===== config.mk =====
export PLATFORM = sky130hd
export DESIGN_NAME = i2c_reg_target
export DESIGN_NICKNAME = d
export VERILOG_FILES = /design/src/rtl/i2c_reg_pkg.sv /design/src/rtl/i2c_line_sync.sv /design/src/rtl/i2c_reg_ptr.sv /design/src/rtl/i2c_reg_target.sv
export SDC_FILE = /design/constraint.sdc
export NUM_CORES = 1
export LEC_CHECK = 0
export ABC_CLOCK_PERIOD_IN_PS = 1940
export CAP_MARGIN = 20
export CORE_MARGIN = 3
export CORE_UTILIZATION = 50
export CTS_CLUSTER_SIZE = 14
export DETAILED_ROUTE_END_ITERATION = 8
export GPL_ROUTABILITY_DRIVEN = 0
export GPL_TIMING_DRIVEN = 0
export PLACE_DENSITY_LB_ADDON = 0.3
export SYNTH_ARGS = -nofsm -noshare
export SYNTH_HDL_FRONTEND = slang
export SYNTH_SLANG_ARGS = --single-unit

===== constraint.sdc =====
create_clock -name clk_i -period 1.94 [get_ports clk_i]
set_input_delay 0.291 -clock clk_i [delete_from_list [all_inputs] [get_ports clk_i]]
set_output_delay 0.291 -clock clk_i [all_outputs]
set_load 0.02 [all_outputs]

===== src/rtl/i2c_reg_pkg.sv =====
package i2c_reg_pkg;
  typedef enum logic [2:0] {
    ST_IDLE,
    ST_ID,
    ST_ADDR,
    ST_WR,
    ST_RD
  } bus_st_e;

  localparam logic [3:0] ID_PREFIX = 4'b1010;
endpackage


===== src/rtl/i2c_line_sync.sv =====
module i2c_line_sync #(
  parameter int WIDTH  = 2,
  parameter int STAGES = 2
) (
  input  logic             clk_i,
  input  logic             rst_ni,
  input  logic [WIDTH-1:0] d_i,
  output logic [WIDTH-1:0] q_o
);
  for (genvar g = 0; g < WIDTH; g++) begin : g_line
    logic [STAGES-1:0] pipe_q;
    // bus idles high, so reset to 1
    always_ff @(posedge clk_i or negedge rst_ni) begin
      if (!rst_ni) pipe_q <= '1;
      else         pipe_q <= {pipe_q[STAGES-2:0], d_i[g]};
    end
    assign q_o[g] = pipe_q[STAGES-1];
  end
endmodule


===== src/rtl/i2c_reg_ptr.sv =====
module i2c_reg_ptr #(
  parameter int NUM_REGS = 9,
  parameter int PTR_W    = $clog2(NUM_REGS)
) (
  input  logic             clk_i,
  input  logic             rst_ni,
  input  logic             load_i,
  input  logic [7:0]       load_val_i,
  input  logic             inc_i,
  output logic [PTR_W-1:0] ptr_o
);
  localparam logic [7:0]       LAST_B = 8'(NUM_REGS - 1);
  localparam logic [PTR_W-1:0] LAST_P = PTR_W'(NUM_REGS - 1);

  logic [PTR_W-1:0] ptr_q;

  always_ff @(posedge clk_i or negedge rst_ni) begin
    if (!rst_ni) begin
      ptr_q <= '0;
    end else if (load_i) begin
      ptr_q <= (load_val_i > LAST_B) ? '0 : load_val_i[PTR_W-1:0];
    end else if (inc_i) begin
      ptr_q <= (ptr_q == LAST_P) ? '0 : ptr_q + PTR_W'(1);
    end
  end

  assign ptr_o = ptr_q;
endmodule


===== src/rtl/i2c_reg_target.sv =====
module i2c_reg_target
  import i2c_reg_pkg::*;
#(
  parameter int NUM_REGS    = 9,
  parameter int SYNC_STAGES = 2,
  parameter int PTR_W       = $clog2(NUM_REGS)
) (
  input  logic             clk_i,
  input  logic             rst_ni,
  input  logic             scl_i,
  input  logic             sda_i,
  output logic             sda_oe_o,
  input  logic [2:0]       dev_sel_i,
  output logic [PTR_W-1:0] reg_addr_o,
  output logic [7:0]       reg_wdata_o,
  output logic             reg_we_o,
  output logic             reg_re_o,
  input  logic [7:0]       reg_rdata_i
);
  localparam logic [3:0] CNT_ACK  = 4'd8;  // eight bits seen
  localparam logic [3:0] CNT_SLOT = 4'd9;  // inside acknowledge clock

  logic [1:0] line_s;
  logic       scl_s, sda_s, scl_q, sda_q;
  logic       scl_rise, scl_fall, start_det, stop_det;

  i2c_line_sync #(.WIDTH(2), .STAGES(SYNC_STAGES)) u_sync (
    .clk_i (clk_i),
    .rst_ni(rst_ni),
    .d_i   ({scl_i, sda_i}),
    .q_o   (line_s)
  );
  assign scl_s = line_s[1];
  assign sda_s = line_s[0];

  always_ff @(posedge clk_i or negedge rst_ni) begin
    if (!rst_ni) begin
      scl_q <= 1'b1;
      sda_q <= 1'b1;
    end else begin
      scl_q <= scl_s;
      sda_q <= sda_s;
    end
  end

  assign scl_rise  = scl_s & ~scl_q;
  assign scl_fall  = ~scl_s & scl_q;
  assign start_det = scl_s & scl_q & sda_q & ~sda_s;
  assign stop_det  = scl_s & scl_q & ~sda_q & sda_s;

  bus_st_e    st_q;
  logic [3:0] cnt_q;
  logic [7:0] shift_q, tx_q, wdata_q;
  logic       rw_q, oe_q, we_q, re_q, ld_q, rinc_q;
  logic       id_hit;

  assign id_hit = (shift_q[7:4] == ID_PREFIX) && (shift_q[3:1] == dev_sel_i);

  always_ff @(posedge clk_i or negedge rst_ni) begin
    if (!rst_ni) begin
      st_q    <= ST_IDLE;
      cnt_q   <= '0;
      shift_q <= '0;
      tx_q    <= '0;
      wdata_q <= '0;
      rw_q    <= 1'b0;
      oe_q    <= 1'b0;
      we_q    <= 1'b0;
      re_q    <= 1'b0;
      ld_q    <= 1'b0;
      rinc_q  <= 1'b0;
    end else begin
      we_q   <= 1'b0;
      re_q   <= 1'b0;
      ld_q   <= 1'b0;
      rinc_q <= 1'b0;
      if (start_det) begin
        st_q  <= ST_ID;
        cnt_q <= '0;
        oe_q  <= 1'b0;
      end else if (stop_det) begin
        st_q  <= ST_IDLE;
        cnt_q <= '0;
        oe_q  <= 1'b0;
      end else if (st_q != ST_IDLE) begin
        if (scl_rise) begin
          if (st_q == ST_RD) begin
            if (cnt_q == CNT_ACK) begin
              if (!sda_s) begin
                rinc_q <= 1'b1;
                cnt_q  <= CNT_SLOT;
              end else begin
                st_q <= ST_IDLE;  // host declined further data
              end
            end else if (cnt_q < CNT_ACK) begin
              cnt_q <= cnt_q + 4'd1;
            end
          end else if (cnt_q < CNT_ACK) begin
            shift_q <= {shift_q[6:0], sda_s};
            cnt_q   <= cnt_q + 4'd1;
          end
        end else if (scl_fall) begin
          if (st_q == ST_RD) begin
            if (cnt_q == CNT_ACK) begin
              oe_q <= 1'b0;
            end else if (cnt_q == CNT_SLOT) begin
              tx_q  <= reg_rdata_i;
              oe_q  <= ~reg_rdata_i[7];
              re_q  <= 1'b1;
              cnt_q <= '0;
            end else if (cnt_q != '0) begin
              tx_q <= {tx_q[6:0], 1'b0};
              oe_q <= ~tx_q[6];
            end
          end else if (cnt_q == CNT_ACK) begin
            case (st_q)
              ST_ID: begin
                if (id_hit) begin
                  oe_q  <= 1'b1;
                  cnt_q <= CNT_SLOT;
                  rw_q  <= shift_q[0];
                end else begin
                  st_q <= ST_IDLE;
                end
              end
              ST_ADDR: begin
                oe_q  <= 1'b1;
                cnt_q <= CNT_SLOT;
                ld_q  <= 1'b1;
              end
              ST_WR: begin
                oe_q    <= 1'b1;
                cnt_q   <= CNT_SLOT;
                we_q    <= 1'b1;
                wdata_q <= shift_q;
              end
              default: ;
            endcase
          end else if (cnt_q == CNT_SLOT) begin
            oe_q  <= 1'b0;
            cnt_q <= '0;
            if (st_q == ST_ID) begin
              if (rw_q) begin
                st_q <= ST_RD;
                tx_q <= reg_rdata_i;
                oe_q <= ~reg_rdata_i[7];
                re_q <= 1'b1;
              end else begin
                st_q <= ST_ADDR;
              end
            end else if (st_q == ST_ADDR) begin
              st_q <= ST_WR;
            end
          end
        end
      end
    end
  end

  i2c_reg_ptr #(.NUM_REGS(NUM_REGS), .PTR_W(PTR_W)) u_ptr (
    .clk_i     (clk_i),
    .rst_ni    (rst_ni),
    .load_i    (ld_q),
    .load_val_i(shift_q),
    .inc_i     (we_q | rinc_q),
    .ptr_o     (reg_addr_o)
  );

  assign sda_oe_o    = oe_q;
  assign reg_we_o    = we_q;
  assign reg_re_o    = re_q;
  assign reg_wdata_o = wdata_q;
endmodule


==> flow_summary.ini <==
[synth]
ys.flop_type = dfrtp_1
synth_edf_count = 0
yosysSeqAreaShare_pct = 46.3
yosysWarnings = 0
yosysUniqueCellTypes = 55
synth_seq_cells = 46
netlist_instances = 216
syn-mean-instance-area_um2 = 11.6
async_reset_ff_share_pct = 100
synthesis.area_um2 = 2500
synth_nets = 239

[clock_network]
cts.sinks = 46
htree_levels = 2
clk_path_buf_depth = 2
clk-insertion-delay-late_ps = 310
cts_inserted_buffers = 5
clkSlewWorstSetupHoldPaths_ps = 90
cts_root_buf = clkbuf_8
cts_tree = done

[timing]
min_period_over_period_pct = 99.7
hold_viol = 0
skew_ps = 5.69
setup_viol = 0
drv_slew = 0
worst_pin_slew_ps = 654
slew_headroom_pct = 56.1
rsz0062_at_grt = true
fmax_mhz = 517
whs_ps = 351
fin_crit_ps = 1930

[worst_setup_path]
r2r_cells = 6
worstSetupPathType = flop to flop
critical_path_required_ps = 2140
start_kind = flop
crit_arrival_ps = 2130
crit_fanout = 7
rr_startpoint = u_sync.g_line[0].pipe_q[1]
r2r_slack_ps = 6
r2r_end = tx_q[1]
setup.worst_path.end_class = flop

[layout]
multiInputGateArea_um2 = 1400
finalNetCount = 294
fin_util_pct = 68.6
fillers = 383
antenna_cells = 0
register_area_um2 = 1160
fin_cells = 339
final_cell_mix = 39 x dfrtp_1, 28 x clkdlybuf4s50_1, 23 x mux2_2
syn_to_final_growth_pct = 31.0
layout-drive-gt1-share_pct = 39.0
final_common_cell = dfrtp_1

[floorplan]
start_util_pct = 52.3
die_area_um2 = 5900
io_pins = 30
num_rows = 25
die_w_um = 76.8
die_h_um = 76.8
core_um2 = 4790

[pwr]
p_int_mw = 2.36
switching_power_mw = 1.51
clkPwrFrac_pct = 15.4
leakage_nw = 1.42
pwr-share-comb_pct = 48.2
power_mw = 3.87
power_density_nw_per_um2 = 1180
switching_share_pct = 39.0
vdd_ir_drop_max_mv = 0.744
sequentialPowerShare_pct = 36.4

[drt]
drt_iter0_drc = 102
wl_per_cell_um = 15.8
drc_errors = 0
antenna_left = 0
routed_via_density = 5.62
vias = 1904
drt-pass1-iter-count = 4
routed_wirelength_um = 5370

[global_routing]
grt_pass1_vias = 1749
overflow = 0
antenna_found_initial = 0
grt_pass1_wl_um = 8380
grt.total_usage_pct = 17.7
grt_max_degree = 42

[place]
port_buffers = 29
place_inst = 313
dp_hpwl_um = 3440

[job]
cap_violations = 0

[status]
status = complete, no violations

[hold_path]
holdCritPathClass = input pin to async pin
-- logic make-up (layout without fill, tap and decap cells) --
| family | count (synthesis) | in the layout | synth area share (%) |
|---|---|---|---|
| AOI/OAI and AO/OA | 36 | 36 | 11.0 |
| xor gates and xnor gates | 6 | 6 | 2.10 |
| adders and majority gates | 8 | 8 | 4.00 |
| buffers and inverters | 18 | 74 | 3.25 |
| DFF | 46 | 46 | 46.3 |
| muxes | 33 | 33 | 15.6 |
| and+or+nand+nor | 69 | 69 | 17.8 |
-- registers in the layout (all words and copies together), names as in the netlist, 3 cells and up --
register,cells
cnt_q,4
reg_wdata_o,8
shift_q,8
st_q,3
tx_q,7
u_ptr.ptr_o,4
u_sync.g_line.pipe_q,4
-- critical path: stages (launching register included) --
cell and delay, ps:
dfstp_2 560, xor2_2 80, and2_4 170, buf_8 130, nor4_4 340, o211ai_4 220
mux2_4 330
-- layer usage --
| layer | global-route usage [%] | vias to the layer above | share of wire [%] | routed length, µm |
|---|---|---|---|---|
| li1 | - | 900 | - | - |
| met1 | 23.3 | 945 | 43 | 2320 |
| met2 | 29.1 | 55 | 51 | 2730 |
| met3 | 3.52 | 4 | 5.2 | 279 |
| met4 | 5.98 | 0 | 0.75 | 40 |
| met5 | 0 | - | 0 | 0 |
-- area by class of cell --
type	instances	area share (%)
well taps	67	2.55
clock inverters	3	0.572
plain buffers	7	1.83
inverters	10	1.14
repair buffers	49	13.7
flip-flops and latches	46	35.3
multi-input cells	152	42.7
clock buffers	5	2.10
-- power by group through the flow --
stage	Combinational, mW	Clock, mW	Sequential [mW]
detailed placement	1.50	0	1.44
finish	1.87	0.595	1.41
floorplan	0.956	0	1.49
global route	2.02	0.654	1.45
global placement	1.46	0	1.43
CTS	1.66	0.611	1.41
-- repair_timing --
action                                 4_1_cts  5_1_grt
endpoints found under the hold margin        5        0
pin swaps                                    5       13
setup endpoints to repair                   29       31
hold buffers                                 1        0
buffers inserted                             6       12
resized for setup                           14       26
-- Yosys cell counts (3+ instances only) --
cell type   n  area (µm²)
a211oi_1    3        22.5
a21oi_1     6        30.0
buf_2       5        25.0
dfrtp_1    40        1000
dfstp_2     6         158
ha_1        8         100
inv_1      10        37.5
mux2_2     25         282
mux2_4      6        90.1
nand2_1    10        37.5
nand2b_1    7        43.8
nand3_1     5        25.0
nand3b_1    4        30.0
nor2_1      8        30.0
nor2b_1     4        25.0
nor3_1      5        25.0
nor3b_1     3        22.5
nor4_1      3        18.8
nor4b_1     3        26.3
o21ai_0     9        45.0
xnor2_1     4        35.0
-- worst max path at each step --
stage / from / end / slack, ps
after floorplan: cnt_q[0] / cnt_q[1] / 9
after global placement: rst_ni / cnt_q[3] / -640
after detailed placement: cnt_q[0] / cnt_q[1] / -220
after CTS: st_q[1] / tx_q[5] / -40
after global routing: cnt_q[1] / st_q[0] / -80
final: u_sync.g_line[0].pipe_q[1] / tx_q[1] / 6
-- through the flow --
step,TNS (ps),instance area (µm²),setup WS (ps)
2_1_floorplan,0,2500,8.94
3_3_place_gp,-30830,2880,-637
3_5_place_dp,-5020,2890,-222
4_1_cts,-274,3090,-41.5
5_1_grt,-495,3280,-78.1
6_report,0,3280,6.19
(Power assumes the default switching activity.)
